**src/rtl/vae_pkg.sv**
```systemverilog
package vae_pkg;

    localparam int WORD_W = 32;
    localparam int PTR_W  = 11;
    localparam int LEN_W  = 9;
    localparam int SHF_W  = $clog2(WORD_W);
    localparam int LEAD_W = $clog2(WORD_W);
    localparam int FUNC_W = 12;
    localparam int STEP_W = LEN_W + 1;

    // function word bit positions
    localparam int FB_MSONE = 3;
    localparam int FB_ADD   = 4;
    localparam int FB_SUB   = 5;
    localparam int FB_RSH   = 6;
    localparam int FB_LSH   = 7;
    localparam int FB_CMP   = 10;
    localparam int FB_COPY  = 11;

    localparam logic [FUNC_W-1:0] OP_MASK = FUNC_W'((1 << FB_ADD) | (1 << FB_SUB) |
                                                    (1 << FB_RSH) | (1 << FB_LSH) |
                                                    (1 << FB_CMP) | (1 << FB_COPY));

    localparam logic [2:0] CMP_EQ = 3'b001;
    localparam logic [2:0] CMP_LT = 3'b010;
    localparam logic [2:0] CMP_GT = 3'b100;

    typedef logic [WORD_W-1:0] word_t;

    typedef enum logic [2:0] {
        OP_ADD, OP_SUB, OP_RSH, OP_LSH, OP_CMP, OP_COPY
    } op_e;

    typedef enum logic [1:0] {
        PH_IDLE, PH_RDA, PH_RDB, PH_WR
    } phase_e;

    typedef struct packed {
        op_e              op;
        logic             msone;
        logic [PTR_W-1:0] aptr;
        logic [PTR_W-1:0] bptr;
        logic [PTR_W-1:0] cptr;
        logic [LEN_W-1:0] alen;
        logic [LEN_W-1:0] blen;
        logic [SHF_W-1:0] shamt;
    } job_t;

    function automatic logic func_ok(input logic [FUNC_W-1:0] f);
        return $countones(f & OP_MASK) == 1;
    endfunction

    function automatic op_e func_op(input logic [FUNC_W-1:0] f);
        if (f[FB_ADD])      return OP_ADD;
        else if (f[FB_SUB]) return OP_SUB;
        else if (f[FB_RSH]) return OP_RSH;
        else if (f[FB_LSH]) return OP_LSH;
        else if (f[FB_CMP]) return OP_CMP;
        else                return OP_COPY;
    endfunction

    function automatic logic dual_op(input op_e op);
        return (op == OP_ADD) || (op == OP_SUB) || (op == OP_CMP);
    endfunction

    function automatic logic [LEAD_W-1:0] lead_one(input word_t w);
        logic [LEAD_W-1:0] r;
        r = '0;
        for (int i = 0; i < WORD_W; i++) begin
            if (w[i]) r = LEAD_W'(i);
        end
        return r;
    endfunction

endpackage

```
**src/rtl/vae_ctrl.sv**
```systemverilog
module vae_ctrl
    import vae_pkg::*;
(
    input  logic              clk,
    input  logic              rst,
    input  logic              start,
    input  logic [FUNC_W-1:0] func,
    input  logic [PTR_W-1:0]  a_ptr,
    input  logic [PTR_W-1:0]  b_ptr,
    input  logic [PTR_W-1:0]  c_ptr,
    input  logic [LEN_W-1:0]  a_len,
    input  logic [LEN_W-1:0]  b_len,
    input  logic [SHF_W-1:0]  shift_amt,
    output logic              accept,
    output op_e               op,
    output logic              msone,
    output logic [SHF_W-1:0]  shamt,
    output phase_e            phase,
    output logic              rd_a_vld,
    output logic              rd_b_vld,
    output logic              wr_strobe,
    output logic [PTR_W-1:0]  waddr,
    output logic              finish,
    output logic              ram_en,
    output logic              ram_we,
    output logic [PTR_W-1:0]  ram_addr
);

    job_t              job_q;
    phase_e            phase_q;
    logic [STEP_W-1:0] step_q;
    logic [STEP_W-1:0] n_words;
    logic [STEP_W-1:0] last_step;
    logic              is_rsh;
    logic              extra_step;

    assign accept = (phase_q == PH_IDLE) && start && func_ok(func);
    assign op     = job_q.op;
    assign msone  = job_q.msone;
    assign shamt  = job_q.shamt;
    assign phase  = phase_q;

    always_comb begin
        is_rsh     = (job_q.op == OP_RSH);
        extra_step = (job_q.op == OP_ADD) || (job_q.op == OP_LSH) || is_rsh;
        if (dual_op(job_q.op) && (job_q.blen > job_q.alen))
            n_words = STEP_W'(job_q.blen);
        else
            n_words = STEP_W'(job_q.alen);
        last_step = extra_step ? n_words : n_words - STEP_W'(1);
        rd_a_vld  = step_q < STEP_W'(job_q.alen);
        rd_b_vld  = step_q < STEP_W'(job_q.blen);
        wr_strobe = (phase_q == PH_WR) && (job_q.op != OP_CMP) &&
                    !(is_rsh && (step_q == '0));
        waddr     = job_q.cptr + PTR_W'(step_q) - PTR_W'(is_rsh);
        finish    = (phase_q == PH_WR) && (step_q == last_step);
    end

    always_comb begin
        ram_en   = 1'b0;
        ram_addr = '0;
        unique case (phase_q)
            PH_RDA: begin
                ram_en   = rd_a_vld;
                ram_addr = job_q.aptr + PTR_W'(step_q);
            end
            PH_RDB: begin
                ram_en   = rd_b_vld;
                ram_addr = job_q.bptr + PTR_W'(step_q);
            end
            PH_WR: begin
                ram_en   = wr_strobe;
                ram_addr = waddr;
            end
            default: ;
        endcase
    end
    assign ram_we = wr_strobe;

    always_ff @(posedge clk) begin
        if (rst) begin
            job_q   <= '0;
            phase_q <= PH_IDLE;
            step_q  <= '0;
        end else begin
            unique case (phase_q)
                PH_IDLE: begin
                    if (accept) begin
                        job_q.op    <= func_op(func);
                        job_q.msone <= func[FB_MSONE];
                        job_q.aptr  <= a_ptr;
                        job_q.bptr  <= b_ptr;
                        job_q.cptr  <= c_ptr;
                        job_q.alen  <= a_len;
                        job_q.blen  <= b_len;
                        job_q.shamt <= shift_amt;
                        step_q      <= '0;
                        phase_q     <= PH_RDA;
                    end
                end
                PH_RDA:  phase_q <= dual_op(job_q.op) ? PH_RDB : PH_WR;
                PH_RDB:  phase_q <= PH_WR;
                default: begin
                    if (finish) begin
                        phase_q <= PH_IDLE;
                    end else begin
                        step_q  <= step_q + STEP_W'(1);
                        phase_q <= PH_RDA;
                    end
                end
            endcase
        end
    end

endmodule

```
**src/rtl/vae_alu.sv**
```systemverilog
module vae_alu
    import vae_pkg::*;
(
    input  logic             clk,
    input  logic             rst,
    input  logic             clear,
    input  phase_e           phase,
    input  op_e              op,
    input  logic [SHF_W-1:0] shamt,
    input  logic             rd_a_vld,
    input  logic             rd_b_vld,
    input  word_t            ram_rdata,
    output word_t            wdata,
    output logic [2:0]       cmp_next
);

    logic                  a_vld_q;
    logic                  b_vld_q;
    word_t                 a_q;
    word_t                 prev_q;
    logic                  carry_q;
    logic [2:0]            cmp_q;
    word_t                 opa;
    word_t                 opb;
    logic                  carry_n;
    logic [WORD_W:0]       sum;
    logic [WORD_W:0]       dif;
    logic [2*WORD_W-1:0]   pair;
    logic [2*WORD_W-1:0]   shl;
    logic [2*WORD_W-1:0]   shr;

    always_comb begin
        opa  = dual_op(op) ? a_q : (a_vld_q ? ram_rdata : '0);
        opb  = b_vld_q ? ram_rdata : '0;
        sum  = {1'b0, opa} + {1'b0, opb} + {{WORD_W{1'b0}}, carry_q};
        dif  = {1'b0, opa} - {1'b0, opb} - {{WORD_W{1'b0}}, carry_q};
        pair = {opa, prev_q};
        shl  = pair << shamt;
        shr  = pair >> shamt;
        carry_n = 1'b0;
        unique case (op)
            OP_ADD:  begin wdata = sum[WORD_W-1:0]; carry_n = sum[WORD_W]; end
            OP_SUB:  begin wdata = dif[WORD_W-1:0]; carry_n = dif[WORD_W]; end
            OP_LSH:  wdata = shl[2*WORD_W-1:WORD_W];
            OP_RSH:  wdata = shr[WORD_W-1:0];
            OP_COPY: wdata = opa;
            default: wdata = '0;
        endcase
        if (opa > opb)      cmp_next = CMP_GT;
        else if (opa < opb) cmp_next = CMP_LT;
        else                cmp_next = cmp_q;
    end

    always_ff @(posedge clk) begin
        if (rst) begin
            a_vld_q <= 1'b0;
            b_vld_q <= 1'b0;
            a_q     <= '0;
            prev_q  <= '0;
            carry_q <= 1'b0;
            cmp_q   <= CMP_EQ;
        end else begin
            if (phase == PH_RDA) a_vld_q <= rd_a_vld;
            if (phase == PH_RDB) begin
                a_q     <= a_vld_q ? ram_rdata : '0;
                b_vld_q <= rd_b_vld;
            end
            if (clear) begin
                prev_q  <= '0;
                carry_q <= 1'b0;
                cmp_q   <= CMP_EQ;
            end else if (phase == PH_WR) begin
                prev_q  <= opa;
                carry_q <= carry_n;
                cmp_q   <= cmp_next;
            end
        end
    end

endmodule

```
**src/rtl/vae_tracker.sv**
```systemverilog
module vae_tracker
    import vae_pkg::*;
(
    input  logic              clk,
    input  logic              rst,
    input  logic              clear,
    input  logic [PTR_W-1:0]  base,
    input  logic              wr,
    input  logic [PTR_W-1:0]  waddr,
    input  word_t             wdata,
    output logic [PTR_W-1:0]  addr_next,
    output logic [LEAD_W-1:0] bit_next
);

    logic [PTR_W-1:0]  addr_q;
    logic [LEAD_W-1:0] bit_q;
    logic              hit;

    always_comb begin
        hit       = wr && (wdata != '0);
        addr_next = hit ? waddr : addr_q;
        bit_next  = hit ? lead_one(wdata) : bit_q;
    end

    always_ff @(posedge clk) begin
        if (rst) begin
            addr_q <= '0;
            bit_q  <= '0;
        end else if (clear) begin
            addr_q <= base;
            bit_q  <= '0;
        end else begin
            addr_q <= addr_next;
            bit_q  <= bit_next;
        end
    end

endmodule

```
**src/rtl/vec_arith_engine.sv**
```systemverilog
module vec_arith_engine
    import vae_pkg::*;
(
    input  logic              clk,
    input  logic              rst,
    input  logic              start,
    input  logic [FUNC_W-1:0] func,
    input  logic [PTR_W-1:0]  a_ptr,
    input  logic [PTR_W-1:0]  b_ptr,
    input  logic [PTR_W-1:0]  c_ptr,
    input  logic [LEN_W-1:0]  a_len,
    input  logic [LEN_W-1:0]  b_len,
    input  logic [SHF_W-1:0]  shift_amt,
    output logic              done,
    output logic [2:0]        cmp_flags,
    output logic [PTR_W-1:0]  msw_addr,
    output logic [LEAD_W-1:0] lead_idx,
    output logic              ram_en,
    output logic              ram_we,
    output logic [PTR_W-1:0]  ram_addr,
    output logic [WORD_W-1:0] ram_wdata,
    input  logic [WORD_W-1:0] ram_rdata
);

    logic              accept;
    op_e               op;
    logic              msone;
    logic [SHF_W-1:0]  shamt;
    phase_e            phase;
    logic              rd_a_vld;
    logic              rd_b_vld;
    logic              wr_strobe;
    logic [PTR_W-1:0]  waddr;
    logic              finish;
    word_t             wdata;
    logic [2:0]        cmp_next;
    logic [PTR_W-1:0]  trk_addr;
    logic [LEAD_W-1:0] trk_bit;

    vae_ctrl u_ctrl (
        .clk       (clk),
        .rst       (rst),
        .start     (start),
        .func      (func),
        .a_ptr     (a_ptr),
        .b_ptr     (b_ptr),
        .c_ptr     (c_ptr),
        .a_len     (a_len),
        .b_len     (b_len),
        .shift_amt (shift_amt),
        .accept    (accept),
        .op        (op),
        .msone     (msone),
        .shamt     (shamt),
        .phase     (phase),
        .rd_a_vld  (rd_a_vld),
        .rd_b_vld  (rd_b_vld),
        .wr_strobe (wr_strobe),
        .waddr     (waddr),
        .finish    (finish),
        .ram_en    (ram_en),
        .ram_we    (ram_we),
        .ram_addr  (ram_addr)
    );

    vae_alu u_alu (
        .clk       (clk),
        .rst       (rst),
        .clear     (accept),
        .phase     (phase),
        .op        (op),
        .shamt     (shamt),
        .rd_a_vld  (rd_a_vld),
        .rd_b_vld  (rd_b_vld),
        .ram_rdata (ram_rdata),
        .wdata     (wdata),
        .cmp_next  (cmp_next)
    );

    vae_tracker u_trk (
        .clk       (clk),
        .rst       (rst),
        .clear     (accept),
        .base      (c_ptr),
        .wr        (wr_strobe),
        .waddr     (waddr),
        .wdata     (wdata),
        .addr_next (trk_addr),
        .bit_next  (trk_bit)
    );

    assign ram_wdata = wdata;

    always_ff @(posedge clk) begin
        if (rst) begin
            done      <= 1'b0;
            cmp_flags <= '0;
            msw_addr  <= '0;
            lead_idx  <= '0;
        end else begin
            done <= finish;
            if (finish) begin
                if (op == OP_CMP) begin
                    cmp_flags <= cmp_next;
                    lead_idx  <= '0;
                end else begin
                    msw_addr  <= trk_addr;
                    lead_idx  <= msone ? trk_bit : '0;
                end
            end
        end
    end

endmodule

```
**config.mk**
```make
export PLATFORM = sky130hd
export DESIGN_NAME = vec_arith_engine
export DESIGN_NICKNAME = d
export VERILOG_FILES = /design/src/rtl/vae_pkg.sv /design/src/rtl/vae_ctrl.sv /design/src/rtl/vae_alu.sv /design/src/rtl/vae_tracker.sv /design/src/rtl/vec_arith_engine.sv
export SDC_FILE = /design/constraint.sdc
export NUM_CORES = 1
export LEC_CHECK = 0
export BUFFER_PORTS_ARGS = -buffer_cell sky130_fd_sc_hd__buf_4
export CAP_MARGIN = 20
export CORE_MARGIN = 8
export CORE_UTILIZATION = 50
export DETAILED_ROUTE_END_ITERATION = 12
export MAX_ROUTING_LAYER = met4
export PLACE_DENSITY = 0.71
export RECOVER_POWER = 100
export SYNTH_ARGS = -nofsm -noshare
export SYNTH_HDL_FRONTEND = slang
export SYNTH_HIERARCHICAL = 1
export SYNTH_SLANG_ARGS = --single-unit
```
**constraint.sdc**
```tcl
create_clock -name clk -period 6.7 [get_ports clk]
set_clock_uncertainty 0.15 [all_clocks]
set_input_delay 1.675 -clock clk [delete_from_list [all_inputs] [get_ports clk]]
set_output_delay 1.675 -clock clk [all_outputs]
set_load 0.05 [all_outputs]
```
==> results of run 1 <==
## routing by layer
| metal | global-route usage | share of wire | up-vias |
|---|---|---|---|
| met4 | 0.173 | 0.054 | 0 |
| met5 | - | 0 | - |
| met3 | 0.0935 | 0.10 | 252 |
| met2 | 0.557 | 0.45 | 1263 |
| li1 | - | - | 11116 |
| met1 | 0.431 | 0.40 | 11632 |
## registers in the layout, indices dropped and copies added (netlist names)
signal	count
u_alu/carry_q	1
u_trk/bit_q	5
u_ctrl/msone	1
done	1
u_ctrl/step_q	10
u_ctrl/op	3
u_ctrl/phase	2
u_alu/b_vld_q	1
u_trk/addr_q	11
cmp_flags	3
u_alu/a_q	32
lead_idx	5
u_alu/a_vld_q	1
u_alu/prev_q	32
u_alu/cmp_q	3
u_ctrl/job_q	51
u_ctrl/shamt	5
msw_addr	11
## how the worst max path moves through the flow
stage | end | depth (start not counted)
2_1_floorplan | ram_wdata[19] | 13
3_3_place_gp | ram_wdata[27] | 18
3_5_place_dp | ram_wdata[27] | 18
4_1_cts | ram_wdata[30] | 18
5_1_grt | ram_wdata[27] | 18
6_report | ram_wdata[27] | 18
## report_power, final
part	internal, mW	switching, mW
clock network	0.531	0.512
registers	1.12	0.0962
logic	1.28	1.74
total	2.93	2.34
## layout make-up
class	instances	area, um2	share of cell area
inverters	249	937	0.0337
multi-input cells	2277	17600	0.634
flip-flops and latches	178	3580	0.129
clock inverters	14	158	0.00567
repair buffers	562	4320	0.156
well taps	592	741	0.0266
clock buffers	18	429	0.0154
diodes	3	7.51	0.000270
## metrics by stage
step | TNS [ns] | area, um2 | power, mW | instances | hold slack (ns)
final | -14.42 | 27800 | 5.27 | 3893 | 0.305
after global routing | -20.72 | 27800 | 5.51 | 3892 | 0.324
after CTS | -10.63 | 27300 | 5.03 | 3872 | 0.305
after detailed placement | -28.15 | 26400 | 3.88 | 3830 | 0.293
after global placement | -24.79 | 26400 | 3.83 | 3830 | 0.291
after floorplan | -2.86 | 22600 | 2.98 | 2924 | 0.282
## cell usage in the layout (no fill, tap or decap), types with 35 or more instances in the layout
cell	n
a211oi_1	67
a21oi_1	248
and2_1	41
buf_4	478
dfxtp_1	173
ha_1	177
inv_1	235
mux2i_1	161
mux4_2	87
nand2_1	368
nand2b_1	53
nand3_1	35
nor2_1	241
o211ai_1	65
o21ai_0	98
xnor2_1	53
## timing repair
item	in CTS	in global routing
pin swaps	31	60
gates cloned	0	1
buffers inserted	10	20
setup endpoints to repair	49	57
resized for setup	64	83
hold buffers	0	0
## worst reg2reg max path, delay by kind of cell (launching register included)
kind	cells	cell delay [ns]
flip-flops	1	0.36
multiplexers	1	0.30
XOR/XNOR	1	0.15
AO/OA/AOI/OAI	10	2.36
buffers and inverters	8	1.32
adder cells (fa/ha/maj)	1	0.36
AND/OR/NAND/NOR	7	1.23
## kinds of logic (layout without fill, tap and decap cells)
group / Yosys count / count (layout) / share of synthesized area
multiplexers: 298 / 298 / 0.188
XOR/XNOR: 76 / 76 / 0.0300
other: 0 / 3 / 0
buffers and inverters: 469 / 843 / 0.0869
AO/OA/AOI/OAI: 780 / 780 / 0.229
adder cells (fa/ha/maj): 198 / 198 / 0.115
flip-flops: 178 / 178 / 0.160
AND/OR/NAND/NOR: 925 / 925 / 0.192
## cells in the mapped netlist (32+ instances only)
cell and count:
nand2b_1 55, mux2_2 35, a21o_1 34, a21oi_1 259, nor2_1 244, nand3_1 39
clkbuf_1 132, dfxtp_1 178, a211oi_1 68, buf_1 32, buf_2 33, o21ai_0 110
ha_1 189, inv_1 240, xnor2_1 60, o211ai_1 65, mux2i_1 165, mux4_2 87
and2_1 46, o21a_1 34, nor3_1 33, nand2_1 370
==> impl_results.md, run 1 <==
* Critical path launch point: ram_rdata[0]
* Port bufs at 162
* Dpl hpwl at 72.9 mm
* Routed WL per cell at 23.9 um
* Die Span Y at 227 um
* H-tree levels at 4
* Worst flop-to-flop path endpoint: lead_idx[1]
* Worst path buffer plus inverter count at 4
* Tmin final at 7.22 ns
* Largest net degree at the start of global routing at between 80 and 90
* Total number of vias at 24263
* Hold EP: u_ctrl/job_q[32]
* CP Capture Type: output port
* Post-synth EDFFs at 0
* Top-area cell type share of the netlist area at 0.160
* Die area at 51400 um2
* Critical path type: input pin to output port
* Rows at 77
* Yosys top cell by area: dfxtp_1
* CP arrival at about 5.4 ns
* Pleak at 12.0 nW
* Setup WS post-layout at -0.523 ns
* Crit path largest cell delay at 0.49 ns
* Hold Violations, Final at 0
* Synth async-reset ratio at 0
* GRT Residual Overflow at 0
* Number of nets with antenna violations after routing at 0
* Crit-path slowest cell: or4b_4
* Number of clock sinks at 178
* Syn-to-layout area delta at 25.1%
* Pre-antenna DRT Iters at 6
* Largest cells by area after synthesis: dfxtp_1 16%, ha_1 11%, mux4_2 8.8%, mux2i_1 7.4%, nand2_1 6.3%
* Ports at roughly 170
* Hold WC Path Type: flip-flop to flip-flop
* Clk Latency, worst-skew pair at 0.47 ns
* Failing checks: capacitance limit, slew limit, setup timing
* Worst-path clk slew at 0.07 ns
* Startpoint Class: input pin
* Routed WL at 93.0 mm
* Min-Delay Startpoint: u_ctrl/job_q[32]
* Post-Syn Area at 22200 um2
* GRT Util Overall at 0.359
* YS warnings at 6
* Worst Tran Pin Value at ~3.5 ns
* Pre-CTS WS at -0.680 ns
* Vias in the first global route at 23438
* Cts bufs inserted at 17
* Synth Area per Inst at 7.60 um2
* Relative slew slack at -1.32
* Initial antenna violation count at 2
* Max Freq at around 140 MHz
* Final setup viols at 51
* Core box area at 44000 um2
* WP data required at 4.88 ns
* FF-to-FF setup slack at 0.21 ns
* Max-Cap Viols at 4
* Worst Reg2Reg Path Length in Cells at 28
* CP max FO at 2
* Max VDD drop at 220 uV
* RSZ-0062 raised after global routing: true
* Worst r2r src: u_ctrl/op[0]
* Global placement routability congestion at ~1.1
* Worst Hold Depth at 2
* CP top delay family: simple AND/OR/NAND/NOR gates
* Via/cell ratio at between 6 and 7
* PD cells at 190 nW/um2
* Bufs on Longest Clock Path at 2
* Critical path cell sequence: buf_8 -> and2_4 -> mux2i_4 -> inv_2 -> buf_6 -> fa_2 -> ha_4 -> or4b_4 -> a221oi_4 -> o31ai_4 -> o31ai_4 -> o21bai_4 -> and4_4 -> nor3_4 -> xor2_1 -> o22ai_1 -> or3_4 -> buf_8
* CTS root buffer: clkbuf_16
* Post-Syn Instances at about 3000
* CTS tree: done
* Fin util at 0.631
* Share of synthesized area occupied by flip-flops and latches at 0.160
* Nets at around 3600
* Starting density of the core at 0.505
* DRC Markers at 0
* Netlist cell types at 100
* Fillers at approximately 4000
* Status: complete, but fails checks
* Layout cells sized above 1 at 0.263
* Number of synthesized register bits at 178
* Initial DRC Count at 2466
* Mapped Nets at 3225
* Die width at roughly 230 um
* Fin crit share at 1.08
* Global-route wire length before repair at 138 mm
* Primary FF master, synth: dfxtp_1
* Slew Viols, Final at 122
No activity file was read; power rests on OpenSTA's default activity.
==> inputs of run 2 (changes only) <==
--- a/config.mk
+++ b/config.mk
@@ -5,6 +5,7 @@
 export SDC_FILE = /design/constraint.sdc
 export NUM_CORES = 1
 export LEC_CHECK = 0
+export ABC_AREA = 1
 export BUFFER_PORTS_ARGS = -buffer_cell sky130_fd_sc_hd__buf_4
 export CAP_MARGIN = 20
 export CORE_MARGIN = 8
==> impl_results.md, run 2 <==
* Total chip power at 12.5 mW (+140%)
* Routed WL at 96.5 mm (+3.8%)
* Number of nets with antenna violations after routing at 0 (unchanged)
* Biggest register: u_ctrl/job_q
* CP max FO at 5 (+3)
* Count leader, synth: nand2_1
* Layout cells sized above 1 at 0.108 (-0.155)
* Post-Syn Area at 22700 um2 (+2.2%)
* Cts bufs inserted at 17 (unchanged)
* Crit-path slowest cell: ha_1
* CP arrival at 4.77 ns (-0.63 ns)
* GRT Residual Overflow at 0 (unchanged)
* Fin crit share at 0.985 (-0.0935)
* Fin util at 0.570 (-0.0613)
* Critical path launch point: ram_rdata[1]
* Rows at 78 (+1.3%)
* Nets at 4456 (+24%)
* Relative slew slack at -1.31 (+0.00394)
* Ports at 168 (unchanged)
* Met1 GRT Util at 0.430 (-0.00105)
* TNS Setup at 0 ns (+14.42 ns)
* Global-route wire length before repair at 146 mm (+6.0%)
* Vias in the first global route at 25410 (+8.4%)
* Hold Violations, Final at 0 (unchanged)
* Dpl hpwl at 76.7 mm (+5.2%)
* Die area at 52500 um2 (+2.0%)
* Synth async-reset ratio at 0 (unchanged)
* Startpoint Class: input pin
* Number of synthesized register bits at 178 (unchanged)
* Initial DRC Count at 3773 (+53%)
* Final setup viols at 0 (-100%)
* Pre-antenna DRT Iters at 8 (+2)
* Hold WC Path Type: flip-flop to flip-flop
* Total number of vias at 27820 (+15%)
* Port bufs at 162 (unchanged)
* GRT Util Overall at 0.361 (+0.00165)
* Crit path largest cell delay at 0.32 ns (-0.17 ns)
* Max reg flops at 51 (unchanged)
* Primary FF master, synth: dfxtp_1
* Pleak at 13.1 nW (+9.1%)
* PD cells at 486 nW/um2 (+160%)
* Worst Tran Pin Value at 3.47 ns (-0.00590 ns)
* CTS tree: done
* Finished Layout Cells at 4767 (+22%)
* Commonest cells post-synth: 912 x nand2_1, 732 x nand3_1, 498 x inv_1
* Most Used Layer, Global Route: met2
* Yosys top cell by area: nand3_1
* Starting density of the core at 0.503 (-0.00123)
* Critical path type: input pin to output port
* Worst r2r src: u_ctrl/op[0]
* Post-CTS Hold Fix Bufs at 0 (unchanged)
* Worst-path clk slew at 0.07 ns (about the same)
* Die width at 229 um (+1.0%)
* Post-synth EDFFs at 0 (unchanged)
* Number of clock sinks at 178 (unchanged)
* YS warnings at 6 (unchanged)
* Most common library cell in the layout ignoring fill and taps: nand2_1
* Max Freq at 152 MHz (+9.5%)
* Synth Area per Inst at 5.65 um2 (-26%)
* CP Capture Type: output port
* Post-Syn Instances at 4015 (+37%)
* Die Span Y at 229 um (+1.0%)
* Max VDD drop at 390 uV (+77%)
* Share of synthesized area occupied by flip-flops and latches at 0.157 (-0.00339)
* Bufs on Longest Clock Path at 2 (unchanged)
* Clk Latency, worst-skew pair at 0.50 ns (+0.03 ns)
* Netlist cell types at 55 (-45%)
* Core box area at 45100 um2 (+2.4%)
* Ant diodes at 0 (-3)
* Max-Cap Viols at 5 (+1)
* Pre-CTS WS at 0.0975 ns (+0.777 ns)
* Commonest non-fill, non-tap cells in the layout: 893 x nand2_1, 729 x nand3_1, 495 x inv_1
* Critical path cell sequence: buf_4 -> nand2_1 -> nand2_1 -> nand2_2 -> inv_1 -> ha_1 -> inv_1 -> nand2_1 -> o21ai_2 -> buf_4 -> nand3_1 -> nand2_1 -> nand2_1 -> nand2_1 -> nand2_1 -> nand2_1 -> nand2_1 -> nand3_1 -> nand2_1 -> nor2_1 -> nand2_2 -> buf_4
* H-tree levels at 4 (unchanged)
* Initial antenna violation count at 0 (-2)
* Top-area cell type share of the netlist area at 0.161 (+0.00102)
* Via/cell ratio at 5.84 (-6.4%)
* Largest net degree at the start of global routing at 101 (+16%)
* Routed WL per cell at 20.2 um (-15%)
* Slew Viols, Final at 201 (+65%)
* Biggest regs: u_ctrl/job_q x51, u_alu/a_q x32, u_alu/prev_q x32
* Setup WS post-layout at 0.104 ns (+0.627 ns)
* CTS root buffer: clkbuf_16
* Largest cells by area after synthesis: nand3_1 16%, dfxtp_1 16%, nand2_1 15%, ha_1 10%, inv_1 8.2%
* Met2 Usage GRT at 0.547 (-0.0108)
* Tmin final at 6.60 ns (-0.627 ns)
* Global placement routability congestion at 1.09 (+0.45%)
* Failing checks: capacitance limit, slew limit
* DRC Markers at 0 (unchanged)
* Mapped Nets at 4316 (+34%)
* Met3 Use GR at 0.0646 (-0.0289)
* WP data required at 4.88 ns (about the same)
* Min-Delay Startpoint: lead_idx[3]
* Syn-to-layout area delta at 13.2%
* Status: complete, but fails checks
* Critical Path Most Common Cell: nand2_1
* Placed Cells incl. Taps at 4734 (+24%)
==> run 2: changes by cell type after synthesis, sizes merged, moves of 43 or more <==
cell    before  now
nor2       245  437
inv        248  512
mux4        87    0
xnor2       60    4
and2        49    5
nand2b      55    0
nand2      371  922
mux2i      168    6
nand3       39  737
mux2        43    0
o21ai      141  267
==> run 2: final timing paths <==
path / to / cells after the start / slack [ns]
hold / removal: lead_idx[3] / 2 / 0.32
hold reg to reg: lead_idx[3] / 2 / 0.32
setup reg to reg: lead_idx[0] / 32 / 0.56
setup / recovery: ram_wdata[23] / 22 / 0.10
==> run 2: cell type report <==
class | instances | area, um2
Clock buffer | 17 | 425
Multi-Input combinational cell | 3116 | 16500
Sequential cell | 178 | 3580
Tap cell | 600 | 751
Inverter | 517 | 1940
Clock inverter | 14 | 170
Fill cell | 4919 | 19400
Timing Repair Buffer | 325 | 2320
==> run 2: routing by layer <==
metal / share of wire / routed length, um / up-vias
li1: - / - / 13557
met1: 0.40 / 38400 / 12579
met2: 0.43 / 41700 / 1386
met3: 0.086 / 8270 / 298
met4: 0.085 / 8160 / 0
met5: 0 / 0 / -
==> run 2: cell families (layout without fill, tap and decap cells) <==
logic type               count (synthesis)  in the layout  synth area share
multiplexers                             6              6           0.00265
flip-flops                             178            178             0.157
buffers and inverters                  721            873             0.126
XOR/XNOR                                20             20           0.00772
adder cells (fa/ha/maj)                198            198             0.112
AND/OR/NAND/NOR                       2201           2201             0.420
AO/OA/AOI/OAI                          691            691             0.175
==> run 2: stage by stage <==
step / hold slack (ns) / cell area (um2)
after floorplan: 0.274 / 22700
after global placement: 0.303 / 25000
after detailed placement: 0.307 / 25000
after CTS: 0.319 / 25600
after global routing: 0.337 / 25700
final: 0.321 / 25700
==> run 2: repair_timing <==
item / in CTS / in global routing
hold endpoints to repair: 0 / 0
resized for setup: 0 / 65
endpoints found under the setup margin: 0 / 25
setup buffers: 0 / 2
==> run 2: critical path: cells and delay by family <==
family | cells | cell delay (ns)
fa+ha+maj | 1 | 0.32
buf+inv | 5 | 0.69
simple gates | 15 | 1.89
compound gates | 1 | 0.18
==> run 2: power by group <==
group | total [mW] | leakage, nW | internal [mW] | switching (mW)
combinational | 10.0 | 11.4 | 3.20 | 6.83
sequential | 1.42 | 1.45 | 1.25 | 0.165
clock | 1.05 | 0.286 | 0.529 | 0.522
